$ cat config.mk
export PLATFORM = sky130hd
export DESIGN_NAME = edge_cnt_ctrl
export DESIGN_NICKNAME = d
export VERILOG_FILES = /design/src/rtl/edge_cnt_pkg.sv /design/src/rtl/edge_cnt_core.sv /design/src/rtl/edge_cnt_irq.sv /design/src/rtl/edge_cnt_ctrl.sv
export SDC_FILE = /design/constraint.sdc
export NUM_CORES = 1
export LEC_CHECK = 0
export BUFFER_PORTS_ARGS = -buffer_cell sky130_fd_sc_hd__buf_2
export CAP_MARGIN = 20
export CORE_MARGIN = 5
export CORE_UTILIZATION = 25
export CTS_BUF_LIST = sky130_fd_sc_hd__clkbuf_16
export DETAILED_ROUTE_END_ITERATION = 7
export PLACE_DENSITY = 0.49
export REMOVE_ABC_BUFFERS = 1
export SETUP_SLACK_MARGIN = 0.1
export SYNTH_ARGS = -nofsm -noshare
export SYNTH_HDL_FRONTEND = slang
export SYNTH_SLANG_ARGS = --single-unit
$ cat constraint.sdc
create_clock -name clk_i -period 5.7 [get_ports clk_i]
set_clock_uncertainty 0.15 [all_clocks]
set_input_delay 1.14 -clock clk_i [delete_from_list [all_inputs] [get_ports clk_i]]
set_output_delay 1.14 -clock clk_i [all_outputs]
set_load 0.03 [all_outputs]
$ cat src/rtl/edge_cnt_pkg.sv
package edge_cnt_pkg;
  typedef enum logic [1:0] {
    ST_BYPASS = 2'd0,
    ST_RUN    = 2'd1,
    ST_SKIP   = 2'd2,
    ST_DONE   = 2'd3
  } ctl_st_e;
endpackage

$ cat src/rtl/edge_cnt_core.sv
module edge_cnt_core
  import edge_cnt_pkg::*;
#(
  parameter int CNT_W = 8
) (
  input  logic             clk_i,
  input  logic             rst_ni,
  input  logic             load_i,
  input  logic [CNT_W-1:0] load_val_i,
  input  logic             fall_i,
  input  logic             restart_i,
  output ctl_st_e          st_o,
  output logic             hit_o
);
  ctl_st_e          st_q, st_d;
  logic [CNT_W-1:0] count_q, count_d, limit_q, limit_d, count_inc;

  assign count_inc = count_q + 1'b1;

  always_comb begin
    st_d    = st_q;
    count_d = count_q;
    limit_d = limit_q;
    hit_o   = 1'b0;
    if (load_i) begin
      limit_d = load_val_i;
      count_d = '0;
      st_d    = (load_val_i == '0) ? ST_BYPASS : ST_RUN;
    end else begin
      unique case (st_q)
        ST_RUN: begin
          // high-park restart before any counted edge: drop the next edge
          if (restart_i && count_q == '0) begin
            st_d = ST_SKIP;
          end else if (fall_i) begin
            count_d = count_inc;
            if (count_inc == limit_q) begin
              st_d  = ST_DONE;
              hit_o = 1'b1;
            end
          end
        end
        ST_SKIP: if (fall_i) st_d = ST_RUN;
        default: ;
      endcase
    end
  end

  always_ff @(posedge clk_i or negedge rst_ni) begin
    if (!rst_ni) begin
      st_q    <= ST_BYPASS;
      count_q <= '0;
      limit_q <= '0;
    end else begin
      st_q    <= st_d;
      count_q <= count_d;
      limit_q <= limit_d;
    end
  end

  assign st_o = st_q;


  count_bound_chk: assert property (@(posedge clk_i) disable iff (!rst_ni)
    st_q == ST_RUN |-> count_q < limit_q);

  done_hold_chk: assert property (@(posedge clk_i) disable iff (!rst_ni)
    (st_q == ST_DONE && !load_i) |=> (st_q == ST_DONE && $stable(count_q)));

  skip_no_count_chk: assert property (@(posedge clk_i) disable iff (!rst_ni)
    (st_q == ST_SKIP && !load_i) |=> count_q == $past(count_q));

  load_restart_chk: assert property (@(posedge clk_i) disable iff (!rst_ni)
    load_i |=> (count_q == '0 && limit_q == $past(load_val_i)));
endmodule

$ cat src/rtl/edge_cnt_irq.sv
module edge_cnt_irq (
  input  logic clk_i,
  input  logic rst_ni,
  input  logic set_i,
  input  logic clr_i,
  input  logic en_i,
  output logic irq_o
);
  logic flag_q;

  // set wins over a coincident clear
  always_ff @(posedge clk_i or negedge rst_ni) begin
    if (!rst_ni)    flag_q <= 1'b0;
    else if (set_i) flag_q <= 1'b1;
    else if (clr_i) flag_q <= 1'b0;
  end

  assign irq_o = flag_q & en_i;


  set_wins_chk: assert property (@(posedge clk_i) disable iff (!rst_ni)
    set_i |=> flag_q);

  clr_takes_chk: assert property (@(posedge clk_i) disable iff (!rst_ni)
    (clr_i && !set_i) |=> !flag_q);

  flag_hold_chk: assert property (@(posedge clk_i) disable iff (!rst_ni)
    (flag_q && !clr_i) |=> flag_q);
endmodule

$ cat src/rtl/edge_cnt_ctrl.sv
module edge_cnt_ctrl
  import edge_cnt_pkg::*;
#(
  parameter int CNT_W = 8
) (
  input  logic             clk_i,
  input  logic             rst_ni,
  input  logic             load_i,
  input  logic [CNT_W-1:0] load_val_i,
  input  logic             fall_i,
  input  logic             restart_hi_i,
  input  logic             irq_en_i,
  input  logic             irq_clr_i,
  output logic             irq_o,
  output logic             done_o,
  output logic             bypass_o,
  output logic             shift_en_o
);
  ctl_st_e st;
  logic    hit;

  edge_cnt_core #(.CNT_W(CNT_W)) u_core (
    .clk_i      (clk_i),
    .rst_ni     (rst_ni),
    .load_i     (load_i),
    .load_val_i (load_val_i),
    .fall_i     (fall_i),
    .restart_i  (restart_hi_i),
    .st_o       (st),
    .hit_o      (hit)
  );

  edge_cnt_irq u_irq (
    .clk_i  (clk_i),
    .rst_ni (rst_ni),
    .set_i  (hit),
    .clr_i  (irq_clr_i),
    .en_i   (irq_en_i),
    .irq_o  (irq_o)
  );

  assign bypass_o   = (st == ST_BYPASS);
  assign shift_en_o = (st == ST_RUN);
  assign done_o     = (st == ST_DONE);


  done_from_run_chk: assert property (@(posedge clk_i) disable iff (!rst_ni)
    $rose(done_o) |-> $past(shift_en_o));

  bypass_quiet_chk: assert property (@(posedge clk_i) disable iff (!rst_ni)
    (bypass_o && !load_i) |=> (bypass_o && !done_o));
endmodule

==> results of run 1 <==
==> layout make-up <==
type,instances,area [µm²],share of cell area
sequential,19,475,0.349
tap,52,65.1,0.0477
multi-input combinational,80,632,0.463
timing repair buffer,18,90.1,0.0661
clock buffer,3,75.1,0.0550
clock inverter,1,3.75,0.00275
inverter,6,22.5,0.0165
==> cells in the mapped netlist, types with 2 or more instances <==
| cell | n |
|---|---|
| nand2_1 | 5 |
| mux2_2 | 8 |
| xnor2_1 | 5 |
| xor2_1 | 10 |
| inv_1 | 6 |
| a21oi_1 | 2 |
| clkbuf_1 | 2 |
| and2_1 | 2 |
| nand4_1 | 4 |
| nor4_1 | 2 |
| ha_1 | 2 |
| o22ai_1 | 2 |
| nand3b_1 | 3 |
| a31oi_1 | 2 |
| buf_2 | 2 |
| nor2_1 | 11 |
| nor3_1 | 2 |
| dfrtp_1 | 19 |
==> cell families (layout without fill, tap and decap cells) <==
| logic type | Yosys count | count (layout) | share of synthesized area |
|---|---|---|---|
| multiplexers | 8 | 8 | 0.0780 |
| AO/OA/AOI/OAI | 17 | 17 | 0.127 |
| AND/OR/NAND/NOR | 38 | 38 | 0.207 |
| buffers and inverters | 11 | 28 | 0.0412 |
| adder cells (fa/ha/maj) | 2 | 2 | 0.0217 |
| XOR/XNOR | 15 | 15 | 0.114 |
| flip-flops | 19 | 19 | 0.412 |
==> path summary, 6_finish.rpt <==
check,from,to,slack (ps)
max,irq_en_i,irq_o,2890
max reg2reg,u_core.count_q[0],u_core.st_o[1],3390
max in group asynchronous,rst_ni,u_core.count_q[6],4420
min in group asynchronous,rst_ni,u_core.limit_q[2],680
min,u_core.limit_q[0],u_core.limit_q[0],370
min reg2reg,u_core.limit_q[0],u_core.limit_q[0],370
==> cells in the final DEF, fill, tap and decap left out, types with 2 or more instances in the layout <==
cell       Yosys  routed
nand3b_1       3       3
nand2_1        5       5
inv_1          6       7
nand4_1        4       4
mux2_2         8       8
clkbuf_16      0       3
a31oi_1        2       2
o22ai_1        2       2
xnor2_1        5       5
a21oi_1        2       2
ha_1           2       2
and2_1         2       2
nor4_1         2       2
buf_2          2      18
nor2_1        11      11
xor2_1        10      10
nor3_1         2       2
dfrtp_1       19      19
==> per-layer routing <==
| metal | part of all wire | wire [µm] | GRT usage | vias to the layer above |
|---|---|---|---|---|
| met5 | 0 | 0 | 0 | - |
| met4 | 0.026 | 67 | 0.0439 | 0 |
| met3 | 0.048 | 125 | 0.0185 | 6 |
| met2 | 0.48 | 1240 | 0.141 | 34 |
| met1 | 0.45 | 1170 | 0.115 | 420 |
| li1 | - | - | - | 431 |
==> sequential cells by signal, summed over array words and instances, names as in the netlist <==
signal,flops
u_core.limit_q,8
u_core.st_o,2
u_irq.flag_q,1
u_core.count_q,8
==> critical path: cells and delay by family <==
kind                   cells  cell delay, ps
AND/OR/NAND/NOR            1             120
buffers and inverters      2             260
==> power by group through the flow <==
stage               logic [mW]  registers (mW)  clock network, mW
CTS                     0.0677           0.156              0.146
finish                  0.0667           0.156              0.142
global route            0.0732           0.157              0.150
global placement        0.0651           0.157                  0
floorplan               0.0463           0.155                  0
detailed placement      0.0673           0.158                  0
==> per-stage QoR <==
stage | total power [mW] | util | hold WS, ps | std cells | worst slack (ps)
2_1_floorplan | 0.201 | - | 351 | 105 | 2990
3_3_place_gp | 0.222 | 0.291 | 370 | 175 | 2890
3_5_place_dp | 0.225 | 0.291 | 371 | 175 | 2890
4_1_cts | 0.370 | 0.309 | 383 | 179 | 2890
5_1_grt | 0.380 | 0.309 | 393 | 179 | 2870
6_report | 0.364 | 0.309 | 375 | 179 | 2890
==> impl_metrics.tcl, run 1 <==
set metrics [dict create \
    status "finished clean" \
    drt_pass1_iterations 4 \
    io_pins 19 \
    drc 0 \
    critPathRequiredTime_ps 4410 \
    fin_tns_setup_ps 0 \
    start_util 0.262 \
    p_sw_frac 0.268 \
    cts.reportedPaths.clkPinSlew_ps 50 \
    syn_area_per_cell_um2 10.5 \
    ff2ff_path_depth 6 \
    cts_hold_buf 0 \
    ys_top_cells_by_area "dfrtp_1 41%, mux2_2 7.8%, xor2_1 7.6%" \
    final-setup-viol-count 0 \
    cap_violations 0 \
    leakage_nw 0.585 \
    final_hold_viol_count 0 \
    grt.total_usage 0.0893 \
    ant_nets 0 \
    hpwl_um 1940 \
    n_antenna_cell 0 \
    yosys_warnings 0 \
    ys.flop_type "dfrtp_1" \
    yosys_register_bits 19 \
    fp.dieArea_mm2 0.00608 \
    crit_path_max_incr_delay_ps 170 \
    min_period_over_period 0.493 \
    slew_viol_final 0 \
    clkSinkCount 19 \
    synth-edff-count 0 \
    io_buffers 18 \
    intPower_mw 0.267 \
    row_count 24 \
    dieHeight_um 78.0 \
    place.gp.congestion 0.883 \
    cts-root-buf "clkbuf_16" \
    grt_pass1_wl_um 4360 \
    cp-end-kind "output pin" \
    place_area_mm2 0.00128 \
    worstPathCellList "buf_2 > and2_1 > buf_2" \
    path_class "in -> out" \
    cts_setup_buffers 0 \
    cts_tree "yes" \
    final_cell_area_mm2 0.00136 \
    cts_max_level 1 \
    path_max_fanout 1 \
    combinationalPowerShare 0.183 \
    p_per_area_mw_per_mm2 267 \
    routed_via_density 4.98 \
    nFillCells 441 \
    cp_common_cell "buf_2" \
    synth_cell_types 39 \
    yosysSeqAreaShare 0.412 \
    whs_path_depth 1 \
    max_freq_ghz 0.356 \
    clockPowerShare 0.390 \
    crit_slowest_cell "buf_2" \
    async_reset_ff_frac 1.00 \
    hold_path_class "reg -> reg" \
    routed_wl_um 2610 \
    p_seq_frac 0.427 \
    grt_pass1_vias 913 \
    drive_above_1_share 0.291 \
    grt_max_degree 22 \
    switchingPower_mw 0.0976 \
    max-vdd-ir-drop_mv 0.189 \
    finalNetCount 145 \
    antenna_found_initial 0 \
    cts_buffers 3 \
    drtIter0Drc 34 \
    die_x_um 78.0 \
    relSlewSlack 0.658 \
    area_growth_pct 18.1 \
    crit_arrival_ps 1520 \
    yosys.area.top_type "dfrtp_1" \
    synth_top_area_frac 0.412 \
    clock_latency_ps 250 \
    synth_cells 110 \
    wl_per_cell_um 14.6 \
    ctsResizeCount 0 \
    rsz0062_at_grt "no" \
    core-area_mm2 0.00441 \
    tightest_slew_ps 500 \
    clockBufferDepth 2 \
    min_period_ps 2810 \
    critPathLaunchType "input port" \
    vias 891 \
    netlist_area_mm2 0.00115 \
    gr-total-overflow 0 \
]
(Power assumes the default switching activity.)
==> inputs of run 2 (changes only) <==
==> constraint.sdc (replaced) <==
create_clock -name clk_i -period 2.8 [get_ports clk_i]
set_clock_uncertainty 0.15 [all_clocks]
set_input_delay 0.56 -clock clk_i [delete_from_list [all_inputs] [get_ports clk_i]]
set_output_delay 0.56 -clock clk_i [all_outputs]
set_load 0.03 [all_outputs]
==> run 2 against run 1 <==
Against the previous run:
- sequential power increased by 100%
- clock power increased by 110%
- highest routed layer unchanged
- utilization increased by 0.085 points
==> impl_metrics.tcl, run 2 (synthesis results as in run 1) <==
set metrics [dict create \
    p_per_area_mw_per_mm2 551 \
    hold_path_class "in -> async" \
    grt_max_degree 22 \
    clkSinkCount 19 \
    n_antenna_cell 0 \
    routed_wl_um 2530 \
    drtIter0Drc 28 \
    reg2reg_setup_slack_ps 570 \
    cts.reportedPaths.clkPinSlew_ps 60 \
    dieHeight_um 78.0 \
    seqCellArea_um2 475 \
    hpwl_um 1860 \
    cts_buffers 3 \
    clock_latency_ps 250 \
    drc 0 \
    critPathTopFamily "compound AO/OA/AOI/OAI gates" \
    vias 879 \
    area_growth_pct 18.4 \
    cts_hold_buf 0 \
    worstPathCellList "ha_1 > and3_1 > nand4_1 > a2111oi_4 > o311ai_1 > o21ai_1" \
    clockBufferDepth 2 \
    rsz0062_at_grt "no" \
    crit_path_max_incr_delay_ps 490 \
    cts_setup_buffers 0 \
    max-vdd-ir-drop_mv 0.350 \
    routed_via_density 4.91 \
    fin_util 0.310 \
    antenna_found_initial 0 \
    tightest_slew_ps 484 \
    slew_viol_final 0 \
    cts-root-buf "clkbuf_16" \
    leakage_nw 0.580 \
    place_area_mm2 0.00128 \
    cts_max_level 1 \
    timing.critical_path.buf_inv 0 \
    cp-end-kind "flop" \
    start_util 0.262 \
    crit_slowest_cell "dfrtp_1" \
    io_pins 19 \
    relSlewSlack 0.669 \
    grt_pass1_vias 889 \
    fin_tns_setup_ps 0 \
    gr-total-overflow 0 \
    cap_violations 0 \
    status "finished clean" \
    path_class "reg -> reg" \
    multi_input_area_um2 632 \
    cts_tree "yes" \
    drt_pass1_iterations 4 \
    critPathRequiredTime_ps 2830 \
    wl_per_cell_um 14.1 \
    ant_nets 0 \
    grt.total_usage 0.0891 \
    drive_above_1_share 0.299 \
    final_cell_mix "19 x dfrtp_1, 18 x buf_2, 11 x nor2_1" \
    io_buffers 18 \
    place.gp.congestion 0.685 \
    max_freq_ghz 0.449 \
    report.power.total_mw 0.754 \
    final_hold_viol_count 0 \
    finalNetCount 145 \
    crit_arrival_ps 2250 \
    core-area_mm2 0.00441 \
    ctsResizeCount 0 \
    final_cell_area_mm2 0.00137 \
    fp.dieArea_mm2 0.00608 \
    final_common_cell "dfrtp_1" \
    row_count 24 \
    grt_pass1_wl_um 4380 \
    final-setup-viol-count 0 \
    min_period_ps 2230 \
    critPathLaunchType "flop" \
    path_max_fanout 5 \
    die_x_um 78.0 \
    min_period_over_period 0.795 \
    nFillCells 464 \
]
run 2: cell types whose count changed in the layout (fill, tap and decap cells not counted):
cell / previous run / this run
clkinvlp_4: 0 / 1
inv_1: 7 / 6
run 2: stage by stage:
| step | setup WS (ps) | std cells | hold WS [ps] |
|---|---|---|---|
| finish | 575 | 179 | 94.8 |
| global route | 408 | 179 | 138 |
| CTS | 573 | 179 | 108 |
| detailed placement | 587 | 175 | 376 |
| global placement | 636 | 175 | 373 |
| floorplan | 873 | 105 | 114 |
run 2: final cells by class:
| class | instances | area share |
|---|---|---|
| clock inverters | 1 | 0.00549 |
| flip-flops and latches | 19 | 0.348 |
| inverters | 6 | 0.0165 |
| repair buffers | 18 | 0.0659 |
| clock buffers | 3 | 0.0549 |
| well taps | 52 | 0.0476 |
| multi-input cells | 80 | 0.462 |
run 2: layer usage:
metal	GRT usage	vias to the layer above	share of wire
li1	-	428	-
met1	0.118	434	0.48
met2	0.143	15	0.48
met3	0.0301	2	0.038
met4	0.0152	0	0.0047
met5	0	-	0
run 2: worst paths after layout:
kind / start / end / cells after the start
max: u_core.count_q[0] / u_core.st_o[1] / 6
min: rst_ni / u_core.limit_q[3] / 1
max in group asynchronous: rst_ni / u_core.count_q[5] / 1
min in group clk_i: irq_clr_i / u_irq.flag_q / 2
min reg2reg: u_core.limit_q[3] / u_core.limit_q[3] / 1
max reg2reg: u_core.count_q[0] / u_core.st_o[1] / 6
run 2: power by group:
part	switching [mW]	leakage (nW)	internal (mW)
clock	0.112	0.0371	0.193
combinational	0.0742	0.301	0.0587
sequential	0.0221	0.242	0.293
